===== config.mk =====
export PLATFORM = sky130hd
export DESIGN_NAME = simd_addsub_ge
export DESIGN_NICKNAME = d
export VERILOG_FILES = /design/src/rtl/simd_ge_pkg.sv /design/src/rtl/simd_byte_slice.sv /design/src/rtl/simd_ge_map.sv /design/src/rtl/simd_byte_select.sv /design/src/rtl/simd_addsub_ge.sv
export SDC_FILE = /design/constraint.sdc
export NUM_CORES = 1
export LEC_CHECK = 0
export CORE_ASPECT_RATIO = 1.2
export CORE_UTILIZATION = 51
export CTS_CLUSTER_DIAMETER = 120
export DETAILED_ROUTE_END_ITERATION = 10
export PLACE_DENSITY_LB_ADDON = 0.2
export SLEW_MARGIN = 20
export SYNTH_ARGS = -nofsm -noshare
export SYNTH_HDL_FRONTEND = slang
export SYNTH_SLANG_ARGS = --single-unit

===== constraint.sdc =====
create_clock -name clk -period 3.2 [get_ports clk]
set_input_delay 0.48 -clock clk [delete_from_list [all_inputs] [get_ports clk]]
set_output_delay 0.48 -clock clk [all_outputs]
set_load 0.005 [all_outputs]

===== src/rtl/simd_ge_pkg.sv =====
package simd_ge_pkg;

   typedef enum logic [2:0] {
      SIMD_ADD_H = 3'd0,
      SIMD_SUB_H = 3'd1,
      SIMD_ADD_B = 3'd2,
      SIMD_SUB_B = 3'd3,
      SIMD_SEL   = 3'd4
   } simd_op_e;

   function automatic logic op_is_arith(input logic [2:0] op);
      return (op == SIMD_ADD_H) || (op == SIMD_SUB_H) ||
             (op == SIMD_ADD_B) || (op == SIMD_SUB_B);
   endfunction

   function automatic logic op_is_half(input logic [2:0] op);
      return (op == SIMD_ADD_H) || (op == SIMD_SUB_H);
   endfunction

   function automatic logic op_is_sub(input logic [2:0] op);
      return (op == SIMD_SUB_H) || (op == SIMD_SUB_B);
   endfunction

endpackage


===== src/rtl/simd_byte_slice.sv =====
module simd_byte_slice #(
   parameter int LANE_W = 8
) (
   input  logic [LANE_W-1:0] a_i,
   input  logic [LANE_W-1:0] b_i,
   input  logic              inv_b_i,
   input  logic              cin_i,
   output logic [LANE_W-1:0] sum_o,
   output logic              cout_o
);
   localparam int EXT_W = LANE_W + 1;

   logic [LANE_W-1:0] b_eff;
   logic [EXT_W-1:0]  total;

   always_comb begin
      b_eff = inv_b_i ? ~b_i : b_i;
      total = {1'b0, a_i} + {1'b0, b_eff} + {{LANE_W{1'b0}}, cin_i};
   end

   assign sum_o  = total[LANE_W-1:0];
   assign cout_o = total[EXT_W-1];
endmodule


===== src/rtl/simd_ge_map.sv =====
module simd_ge_map #(
   parameter int NUM_BYTES = 4
) (
   input  logic                 half_i,
   input  logic [NUM_BYTES-1:0] cout_i,
   output logic [NUM_BYTES-1:0] ge_o
);
   for (genvar i = 0; i < NUM_BYTES; i++) begin : g_map
      if (i % 2 == 0) begin : g_even
         assign ge_o[i] = half_i ? cout_i[i+1] : cout_i[i];
      end else begin : g_odd
         assign ge_o[i] = cout_i[i];
      end
   end
endmodule


===== src/rtl/simd_byte_select.sv =====
module simd_byte_select #(
   parameter int LANE_W    = 8,
   parameter int NUM_BYTES = 4
) (
   input  logic [NUM_BYTES-1:0]        ge_i,
   input  logic [LANE_W*NUM_BYTES-1:0] a_i,
   input  logic [LANE_W*NUM_BYTES-1:0] b_i,
   output logic [LANE_W*NUM_BYTES-1:0] y_o
);
   for (genvar i = 0; i < NUM_BYTES; i++) begin : g_sel
      assign y_o[i*LANE_W +: LANE_W] = ge_i[i] ? a_i[i*LANE_W +: LANE_W]
                                               : b_i[i*LANE_W +: LANE_W];
   end
endmodule


===== src/rtl/simd_addsub_ge.sv =====
module simd_addsub_ge
   import simd_ge_pkg::*;
#(
   parameter int LANE_W    = 8,
   parameter int NUM_BYTES = 4,
   localparam int DATA_W   = LANE_W * NUM_BYTES
) (
   input  logic                 clk,
   input  logic                 rst_n,
   input  logic                 in_vld,
   input  logic [2:0]           op_i,
   input  logic [DATA_W-1:0]    opa_i,
   input  logic [DATA_W-1:0]    opb_i,
   output logic [DATA_W-1:0]    res_o,
   output logic                 res_vld_o,
   output logic [NUM_BYTES-1:0] ge_o
);
   initial begin
      assert (NUM_BYTES >= 2 && NUM_BYTES % 2 == 0)
         else $error("NUM_BYTES must be even and at least 2");
      assert (LANE_W >= 1)
         else $error("LANE_W must be positive");
   end

   logic                 half_w, sub_w, arith_w;
   logic [DATA_W-1:0]    sum_w, sel_w;
   logic [NUM_BYTES-1:0] cout_w, ge_next_w;
   logic [DATA_W-1:0]    res_q, res_d;
   logic [NUM_BYTES-1:0] ge_q;
   logic                 vld_q;

   assign half_w  = op_is_half(op_i);
   assign sub_w   = op_is_sub(op_i);
   assign arith_w = op_is_arith(op_i);

   for (genvar i = 0; i < NUM_BYTES; i++) begin : g_lane
      logic cin_l;
      if (i % 2 == 1) begin : g_upper
         assign cin_l = half_w ? cout_w[i-1] : sub_w;
      end else begin : g_lower
         assign cin_l = sub_w;
      end
      simd_byte_slice #(.LANE_W(LANE_W)) slice_i (
         .a_i    (opa_i[i*LANE_W +: LANE_W]),
         .b_i    (opb_i[i*LANE_W +: LANE_W]),
         .inv_b_i(sub_w),
         .cin_i  (cin_l),
         .sum_o  (sum_w[i*LANE_W +: LANE_W]),
         .cout_o (cout_w[i])
      );
   end

   simd_ge_map #(.NUM_BYTES(NUM_BYTES)) map_i (
      .half_i(half_w),
      .cout_i(cout_w),
      .ge_o  (ge_next_w)
   );

   simd_byte_select #(.LANE_W(LANE_W), .NUM_BYTES(NUM_BYTES)) sel_i (
      .ge_i(ge_q),
      .a_i (opa_i),
      .b_i (opb_i),
      .y_o (sel_w)
   );

   always_comb begin
      if (arith_w)               res_d = sum_w;
      else if (op_i == SIMD_SEL) res_d = sel_w;
      else                       res_d = '0;
   end

   always_ff @(posedge clk or negedge rst_n) begin
      if (!rst_n) begin
         res_q <= '0;
         vld_q <= 1'b0;
         ge_q  <= '0;
      end else begin
         vld_q <= in_vld;
         if (in_vld) res_q <= res_d;
         if (in_vld && arith_w) ge_q <= ge_next_w;
      end
   end

   assign res_o     = res_q;
   assign res_vld_o = vld_q;
   assign ge_o      = ge_q;
endmodule


After elaboration in Yosys (flattened, before gate mapping)
Index checks and enable logic that the tools add are counted.
{"block": "totals", "ff_bits": 37, "in_bits": 70, "output_inout_bits": 37}
{"block": "classes", "add_sub_neg": 8, "eq_ne": 4, "muxes": 14, "bitwise_logic": 4, "n_reduce_logical": 6}
{"cell": "$mux W32", "n": 2}
{"cell": "$mux W8", "n": 8}
{"cell": "$add A8 B8 Y9", "n": 4}
{"cell": "$add A9 B1 Y9", "n": 4}
{"cell": "$not A8 Y8", "n": 4}
{"cell": "$eq A3 B2 Y1 const B", "n": 2}
{"cell": "$logic_or A1 B1 Y1", "n": 4}
{"cell": "$mux W1", "n": 4}
{"cell": "$eq A3 B1 Y1 const B", "n": 1}
{"cell": "$eq A3 B3 Y1 const B", "n": 1}
{"cell": "$logic_not A3 Y1", "n": 1}
{"cell": "$logic_and A1 B1 Y1", "n": 1}

Longest topological paths before layout
Gate-level depths: netlist (run 1).
{"block": "logic_depth", "depth_word": 8, "mapped_depth": 17}

Cells and area by module
From an unflattened synthesis (run 1), not the netlist that was laid out.
{"block": "unflattened", "hier_cells": 380, "area_unflattened_um2": 3936.3}
{"module": "simd_addsub_ge", "n_inst": 1, "cells_per_inst": 128, "area_per_inst_um2": 1735.4}
{"module": "simd_byte_slice at g_lane[1].slice_i ...", "n_inst": 3, "cells_per_inst": 53, "area_per_inst_um2": 406.6}
{"module": "simd_byte_select", "n_inst": 1, "cells_per_inst": 36, "area_per_inst_um2": 525.5}
{"module": "simd_byte_slice at g_lane[0].slice_i", "n_inst": 1, "cells_per_inst": 53, "area_per_inst_um2": 417.9}
{"module": "simd_ge_map", "n_inst": 1, "cells_per_inst": 4, "area_per_inst_um2": 37.5}

Worst setup path after synthesis (run 1)
No wires, ideal clock.
{"block": "synth_timing", "kind": "input-to-reg", "from": "input op_i[2]", "to": "register res_q[14] (netlist: res_o[14])", "arrival_ns": 4.331, "setup_slack_ns": -1.196, "cell_stages": 17, "n_path_buf": 2, "path_cell_list": "nand2b_1 buf_2 buf_2 xnor2_1 fa_1 a21o_1 a221oi_2 o21bai_1 a2111oi_0 nor2_1 fa_1 fa_1 a21oi_1 o21ai_0 or3_1 a211oi_1 o22a_1"}
{"block": "synth_via", "elab_chain_len": 8, "word_cells_on_any_way": 18, "cone_classes": "4 x add/sub; 4 x eq/ne; 5 x mux; 5 x reduce/logical"}
{"item": "from (decl)", "line": "simd_addsub_ge.sv:11", "source": "input logic [2:0] op_i,"}
{"item": "$eq A3 B1 Y1 or $eq A3 B2 Y1 (tied branches)"}
{"item": "$logic_or A1 B1 Y1", "line": "simd_ge_pkg.sv:21", "source": "return (op == SIMD_SUB_H) || (op == SIMD_SUB_B);"}
{"item": "$mux W8", "line": "simd_byte_slice.sv:17", "source": "b_eff = inv_b_i ? ~b_i : b_i;"}
{"item": "$add A8 B8 Y9", "line": "simd_byte_slice.sv:18", "source": "total = {1'b0, a_i} + {1'b0, b_eff} + {{LANE_W{1'b0}}, cin_i};"}
{"item": "$add A9 B1 Y9", "line": "simd_byte_slice.sv:18"}
{"item": "$mux W1", "line": "simd_addsub_ge.sv:39", "source": "assign cin_l = half_w ? cout_w[i-1] : sub_w;"}
{"item": "$add A9 B1 Y9", "line": "simd_byte_slice.sv:18"}
{"item": "$mux W32 (*)", "line": "simd_addsub_ge.sv:67", "source": "if (arith_w) res_d = sum_w;"}
{"item": "to (signal assigned)", "line": "simd_addsub_ge.sv:79", "source": "if (in_vld) res_q <= res_d;"}
{"item": "to (decl)", "line": "simd_addsub_ge.sv:28", "source": "logic [DATA_W-1:0] res_q, res_d;"}
Mark *: on every way between the ends. The rest lies on a longest branch, timed or not.
A chain may end at the register's enable or synchronous reset.

Worst setup path in the final report (run 1)
{"block": "layout_timing", "from": "input op_i[0]", "to": "register res_q[14] (netlist: res_o[14])"}
Same word-level chain as after synthesis.

==> impl_summary.txt, run 1 <==
----------------------------------------------------
[Power and ir drop]
  Power Density ... approximately 390 nW/um^2
  Switching power share of the total ... 0.3599
  VDD IR max ... 220.9 uV
  Share of power burned in the clock network ... 0.162
  Net switching power ... ~790 uW
  Internal power ... 1406 uW
  Fraction of power consumed by combinational cells ... 0.547
  Share of total power in sequential cells ... 0.291
  Leakage ... ~0.0024 uW

[Global route]
  Global-route track usage on met2 ... 0.5732
  Vias in the first global route ... ~4000
  Antenna violations before repair ... 0
  Met3 GRT Util ... 0.05146
  First-pass GRT wire length ... around 18 mm
  Most Crowded Layer GR ... met2
  Global-route usage over all layers ... 0.3172
  GR Overflow Total ... 0
  Largest net degree at the start of global routing ... 42
  Met1 capacity usage during global routing ... 0.3692

[Clock network]
  Maximum level of the CTS H-tree ... 2
  Clock latency of the later-clocked register in the worst-skew pair ... 300 ps
  Clock-pin slew reported for the worst setup and hold paths after clock tree synthesis ... approximately 80 ps
  Clock tree from TritonCTS ... built
  Number of buffers created by CTS ... 5
  CTS hold repair buffers ... 0
  Maximum count of clock buffers along a single path ... 2
  Clock sinks ... 37
  Clk Tree Root Cell ... clkbuf_8

[Routing]
  Routed length per placed instance ... 19.06 um
  Via total after detailed routing ... ~4000
  # DRC ... 0
  Detailed Route WL ... around 12 mm
  Post-DR vias/cell ... around 6.3
  Post-route antenna net violation count ... 0
  TritonRoute pass-1 iters ... 5
  First-iteration detailed-routing DRC count ... about 190

[Synth]
  Count of unique library cells instantiated by Yosys ... about 50
  Synth area leaders ... dfrtp_1 (26%), xnor2_1 (9.9%), ha_1 (9.7%)
  Cell taking the most area after synthesis ... dfrtp_1
  Count of warnings emitted by yosys ... 0
  Net Count, Synth ... 496
  Area fraction of the dominant cell type after synthesis ... 0.2556
  Most instantiated flip-flop cell in the synthesis netlist ... dfrtp_1
  Number of instances in the synthesized netlist ... about 390
  Post-synthesis cell area ... approximately 3600 sq um
  Synthesized area per cell ... 9.240 sq um
  Async S/R FF share, synth ... 1.000
  Number of enable-type register cells in the synthesized netlist ... 0
  Sequential share of the synthesized area ... 0.2556
  Count of state elements after synthesis ... 37

[Job]
  Max-cap viol count ... 0

[Finish]
  Final standard cell utilization of the core ... 0.8133
  Area occupied by registers ... between 900 and 1000 sq um
  Area growth, synth to finish ... 53.89%
  FILL cells ... 423
  Share of layout cells above drive strength 1 ... 0.2369
  Number of diodes ... 0
  Net count reported at finish ... 657
  Area of combinational cells with multiple inputs ... about 2800 sq um
  Final Instance Count excl. Fillers ... 640

[Outcome]
  Outcome ... finished, violations left
  Violations in the final reports ... negative setup slack

[Worst setup path]
  CP max FO ... 3
  CP required ... about 3400 ps
  Most Frequent Cell on Critical Path ... fa_2
  Element type at the critical path end ... flip-flop
  Category of the most critical setup path ... primary input to flip-flop
  Delay of the slowest cell on the worst path ... around 360 ps
  Arrival @ worst endpoint ... 4120 ps
  Critical path, cell by cell ... buf_8 -> buf_6 -> or3b_4 -> nand2_2 -> fa_2 -> a21o_1 -> a221oi_4 -> o21bai_1 -> a2111oi_2 -> nor2_1 -> fa_2 -> fa_2 -> a21oi_2 -> o21ai_2 -> or3_4 -> a211oi_2 -> o22a_1
  Slowest library cell on the worst path ... fa_2
  Kind of start point of the critical path ... primary input

[Die]
  Die Height ... around 94 um
  Initial standard-cell utilization of the core ... 0.5285
  Number of rows in the core area ... 33
  Die Footprint ... 7445 sq um
  CORE AREA ... 6854 sq um
  DIE WIDTH ... 78.93 um
  I/O pin cnt ... approximately 110

[STA]
  Max-slew violation total from the final report ... 0
  Final Cycle Share ... 1.213
  Skew final ... roughly 6.4 ps
  Worst slew slack as a fraction of its limit ... 0.3867
  Actual slew at the worst max-slew pin ... between 900 and 1000 ps
  Setup ws final ... -682.9 ps
  Upper clock frequency limit ... between 200 and 300 MHz
  Post-layout min period ... between 3000 and 4000 ps
  Unrepaired setup endpoints after global routing ... true
  Final count of hold timing violations ... 0
  Hold WS ... a little over 300 ps
  Final setup viols ... 18

[Placement]
  Instance count after placement with tap cells included ... a little over 600
  Gpl congestion ... a little under 0.9
  Post-detailed-placement half-perimeter wirelength ... a little over 8 mm
  # port buffers ... roughly 110

[Worst hold path]
  Worst min-delay path category ... primary input to asynchronous set/reset pin

----------------------------------------------------
## layer usage
metal,vias to the layer above,share of wire
li1,1811,-
met1,1957,0.39
met2,207,0.51
met3,56,0.061
met4,0,0.044
met5,-,0
## kinds of logic after synthesis
family	after synthesis	synth area share
buffers and inverters	36	0.04041
adder cells (fa/ha/maj)	34	0.1299
AND/OR/NAND/NOR	77	0.1123
AO/OA/AOI/OAI	132	0.2656
multiplexers	32	0.08981
flip-flops	37	0.2556
XOR/XNOR	44	0.1064
## cells in the final DEF, fill, tap and decap left out, types with 3 or more instances in the layout
cell	count
buf_4	65
o21ai_0	14
fa_2	6
xor2_1	3
a211oi_2	4
a21o_1	10
o21ai_2	3
inv_1	13
dfrtp_1	37
a31oi_1	5
clkdlybuf4s50_1	92
mux2i_1	28
a21oi_1	10
a221oi_1	3
nand2_1	14
buf_6	6
mux2_2	4
nand2b_4	3
nor2_1	17
o221ai_1	19
dlygate4sd2_1	8
nand3_1	7
a21oi_2	6
o21a_1	25
o22a_1	3
nor3_1	10
clkbuf_8	6
o21ai_1	5
and3_1	4
ha_1	28
xnor2_1	37
nand2b_1	3
## cell usage after synthesis, types with 2 or more instances
| cell type | instances |
|---|---|
| o22ai_1 | 2 |
| o22a_1 | 3 |
| o21ai_0 | 22 |
| nor3b_1 | 2 |
| fa_1 | 6 |
| inv_1 | 13 |
| nor2_1 | 17 |
| a21oi_1 | 17 |
| o21a_1 | 25 |
| nor4_1 | 4 |
| xor2_1 | 3 |
| o21bai_1 | 3 |
| dfrtp_1 | 37 |
| a211oi_1 | 7 |
| or3_1 | 2 |
| or4b_2 | 2 |
| clkbuf_1 | 14 |
| a221oi_1 | 3 |
| o221ai_1 | 19 |
| nand2b_1 | 6 |
| a31oi_1 | 6 |
| ha_1 | 28 |
| a21o_1 | 10 |
| o211ai_1 | 2 |
| a211o_1 | 2 |
| nor3_1 | 10 |
| a221oi_2 | 2 |
| nand3_1 | 7 |
| buf_2 | 9 |
| mux2_2 | 4 |
| nand2_1 | 15 |
| and3_1 | 5 |
| mux2i_1 | 28 |
| a221o_1 | 2 |
| xnor2_1 | 41 |
## state kept, by name, indices dropped and copies added (netlist names)
name and count:
ge_o 4, res_o 32, res_vld_o 1
## power by group through the flow
stage | combinational [uW] | clock, uW | sequential, uW
3_3_place_gp | 1010 | 0 | 645
5_1_grt | 1300 | 375 | 648
3_5_place_dp | 1040 | 0 | 648
2_1_floorplan | 597 | 0 | 604
6_report | 1200 | 356 | 639
4_1_cts | 1120 | 358 | 638
## final timing paths
| check | start | endpoint | cells after the start | slack (ps) |
|---|---|---|---|---|
| max | op_i[0] | res_o[14]$_DFFE_PN0P_ | 17 | -680 |
| min | rst_n | res_o[10]$_DFFE_PN0P_ | 1 | 310 |
| max reg2reg | ge_o[2]$_DFFE_PN0P_ | res_o[23]$_DFFE_PN0P_ | 4 | 1520 |
| min reg2reg | res_o[4]$_DFFE_PN0P_ | res_o[4]$_DFFE_PN0P_ | 1 | 480 |
| max in group asynchronous | rst_n | res_o[20]$_DFFE_PN0P_ | 1 | 2310 |
| min in group clk | res_o[4]$_DFFE_PN0P_ | res_o[4]$_DFFE_PN0P_ | 1 | 480 |
## layout make-up
class,count,area share
Tap cell,87,0.01953
Timing Repair Buffer,177,0.2882
Inverter,13,0.008754
Sequential cell,37,0.1661
Clock buffer,7,0.01549
Multi-Input combinational cell,319,0.5019
## per-stage QoR
step / cell area [sq um] / power [uW] / worst slack [ps] / setup TNS [ps]
finish: 5574 / 2196 / -682.9 / -7687
global route: 5574 / 2319 / -872.5 / -10910
CTS: 5451 / 2116 / -880.2 / -7745
detailed placement: 5144 / 1685 / -1376 / -21040
global placement: 5144 / 1651 / -1234 / -18980
floorplan: 3710 / 1201 / -842.2 / -8072
## what timing repair did
action                     4_1_cts  5_1_grt
pin swaps                       37       28
cloned                           0        0
buffers inserted                12        7
setup endpoints to repair       20       19
gates resized for setup         51       18
## critical path, delay by kind of cell
family | cells | cell delay (ps)
and+or+nand+nor | 4 | 730
AOI/OAI and AO/OA | 8 | 1630
buffers and inverters | 2 | 220
adders and majority gates | 3 | 1060
(Power assumes the default switching activity.)
==> run 2: changes to the inputs <==
--- a/config.mk
+++ b/config.mk
@@ -10,6 +10,7 @@
 export CTS_CLUSTER_DIAMETER = 120
 export DETAILED_ROUTE_END_ITERATION = 10
 export PLACE_DENSITY_LB_ADDON = 0.2
+export RECOVER_POWER = 50
 export SLEW_MARGIN = 20
 export SYNTH_ARGS = -nofsm -noshare
 export SYNTH_HDL_FRONTEND = slang
==> run 2 against run 1 <==
The flow finishes with violations (max-capacitance violations, max-slew violations, negative setup slack). Total power shrank 0.32%. Clock skew is essentially flat. Highest routed layer unchanged. Clock-buffer cell count is the same. Setup slack gained 3.0 ps. Flip-flop and latch count is the same. Register-to-register slack is essentially flat. Largest power group unchanged. Critical path type unchanged. Cell area is essentially flat.
==> impl_summary.txt, run 2 (synthesis gave the netlist of run 1 again) <==
----------------------------------------------------
[Outcome]
  Outcome ... finished, violations left
  Violations in the final reports ... max-capacitance violations, max-slew violations, negative setup slack

[Clock network]
  Maximum count of clock buffers along a single path ... 2
  Clock latency of the later-clocked register in the worst-skew pair ... 300 ps
  Clock tree from TritonCTS ... built
  Number of buffers created by CTS ... 5
  Clock sinks ... 37
  Clock-pin slew reported for the worst setup and hold paths after clock tree synthesis ... about 80 ps
  Clk Tree Root Cell ... clkbuf_8
  Maximum level of the CTS H-tree ... 2

[Routing]
  TritonRoute pass-1 iters ... 6
  Post-route antenna net violation count ... 0
  Via total after detailed routing ... approximately 4000
  Post-DR vias/cell ... 6.289
  Routed length per placed instance ... ~19 um
  # DRC ... 0
  First-iteration detailed-routing DRC count ... around 190
  Detailed Route WL ... roughly 12 mm

[STA]
  Unrepaired setup endpoints after global routing ... true
  Post-layout min period ... just under 4000 ps
  Actual slew at the worst max-slew pin ... roughly 2200 ps
  Total negative slack ... -7660 ps
  Final setup viols ... 18
  Max-slew violation total from the final report ... 38
  Hold WS ... 473.7 ps
  Skew final ... 5.942 ps
  Worst slew slack as a fraction of its limit ... -0.4591
  Upper clock frequency limit ... 257.7 MHz
  Final count of hold timing violations ... 0
  Setup ws final ... -679.9 ps
  Final Cycle Share ... 1.212

[Global route]
  Global-route usage over all layers ... 0.3172
  Vias in the first global route ... a little under 4000
  Antenna violations before repair ... 0
  GR Overflow Total ... 0
  First-pass GRT wire length ... roughly 18 mm
  Largest net degree at the start of global routing ... between 40 and 50

[Worst setup path]
  Kind of start point of the critical path ... primary input
  CP max FO ... 3
  Arrival @ worst endpoint ... 4120 ps
  Category of the most critical setup path ... primary input to flip-flop
  CP required ... about 3400 ps
  Element type at the critical path end ... flip-flop

[Finish]
  Net count reported at finish ... between 600 and 700
  Final standard cell utilization of the core ... 0.8131
  Flip-flop count of the largest register, all copies and words added ... 32
  Area of combinational cells with multiple inputs ... between 2000 and 3000 sq um
  Most frequent cells in the layout ... clkdlybuf4s50_1 (84), buf_4 (65), xnor2_1 (37), dfrtp_1 (37)
  Area growth, synth to finish ... 53.85%
  Area occupied by registers ... between 900 and 1000 sq um
  FILL cells ... 424
  Final Instance Count excl. Fillers ... 640
  Commonest non-fill, non-tap cell in the layout ... clkdlybuf4s50_1
  Number of diodes ... 0
  Share of layout cells above drive strength 1 ... 0.2351

[Placement]
  Post-place setup slack ... -1376 ps
  # port buffers ... 106
  Gpl congestion ... approximately 0.88
  Post-detailed-placement half-perimeter wirelength ... 8.163 mm
  Instance count after placement with tap cells included ... between 600 and 700

[Worst hold path]
  Worst min-delay path category ... flip-flop to flip-flop

[Die]
  CORE AREA ... 6854 sq um
  Initial standard-cell utilization of the core ... 0.5285
  DIE WIDTH ... a little under 80 um
  Die Height ... approximately 94 um
  Die Footprint ... 7445 sq um
  Number of rows in the core area ... 33
  I/O pin cnt ... ~110

[Power and ir drop]
  Leakage ... ~0.0024 uW
  Power Density ... 392.9 nW/um^2
  VDD IR max ... around 220 uV

[Job]
  Max-cap viol count ... 1

----------------------------------------------------
-- run 2: worst paths after layout --
kind                                      startpoint                    end  slack, ps  cells past startpoint
worst min-delay path            res_o[4]$_DFFE_PN0P_   res_o[4]$_DFFE_PN0P_        470                      1
worst min register to register  res_o[4]$_DFFE_PN0P_   res_o[4]$_DFFE_PN0P_        470                      1
worst max register to register   ge_o[2]$_DFFE_PN0P_  res_o[23]$_DFFE_PN0P_       1530                      4
max in group asynchronous                      rst_n  res_o[20]$_DFFE_PN0P_       1130                      1
min in group asynchronous                      rst_n  res_o[10]$_DFFE_PN0P_        810                      1
worst max-delay path                         op_i[0]  res_o[14]$_DFFE_PN0P_       -680                     17
-- run 2: critical path, cell delays in order --
cell,delay (ps)
buf_8,110
buf_6,110
or3b_4,230
nand2_2,50
fa_2,340
a21o_1,210
a221oi_4,320
o21bai_1,130
a2111oi_2,320
nor2_1,100
fa_2,360
fa_2,360
a21oi_2,170
o21ai_2,110
or3_4,350
a211oi_2,200
o22a_1,170
-- run 2: routing by layer --
metal | GRT usage | vias up | part of all wire
li1 | - | 1808 | -
met1 | 0.3692 | 1942 | 0.38
met2 | 0.5732 | 219 | 0.50
met3 | 0.05146 | 56 | 0.067
met4 | 0.1333 | 0 | 0.044
met5 | 0 | - | 0
-- run 2: what timing repair did --
action,CTS,global route
hold buffers,0,0
setup endpoints to repair,20,19
gates resized for setup,51,18
pin swaps,37,28
setup buffers,12,7
-- run 2: report_power, final --
group / internal, uW / switching [uW]
registers: 546 / 92.3
logic: 682 / 513
clock network: 172 / 184
-- run 2: stage by stage --
stage | total power [uW] | instance area (sq um)
finish | 2189 | 5573
global placement | 1651 | 5144
global route | 2312 | 5573
floorplan | 1201 | 3710
CTS | 2116 | 5451
detailed placement | 1685 | 5144
-- run 2: layout make-up --
class                           count  share of cell area
Multi-Input combinational cell    319              0.5020
Timing Repair Buffer              177              0.2881
Sequential cell                    37              0.1661
Tap cell                           87             0.01953
Clock buffer                        7             0.01549
Inverter                           13            0.008756
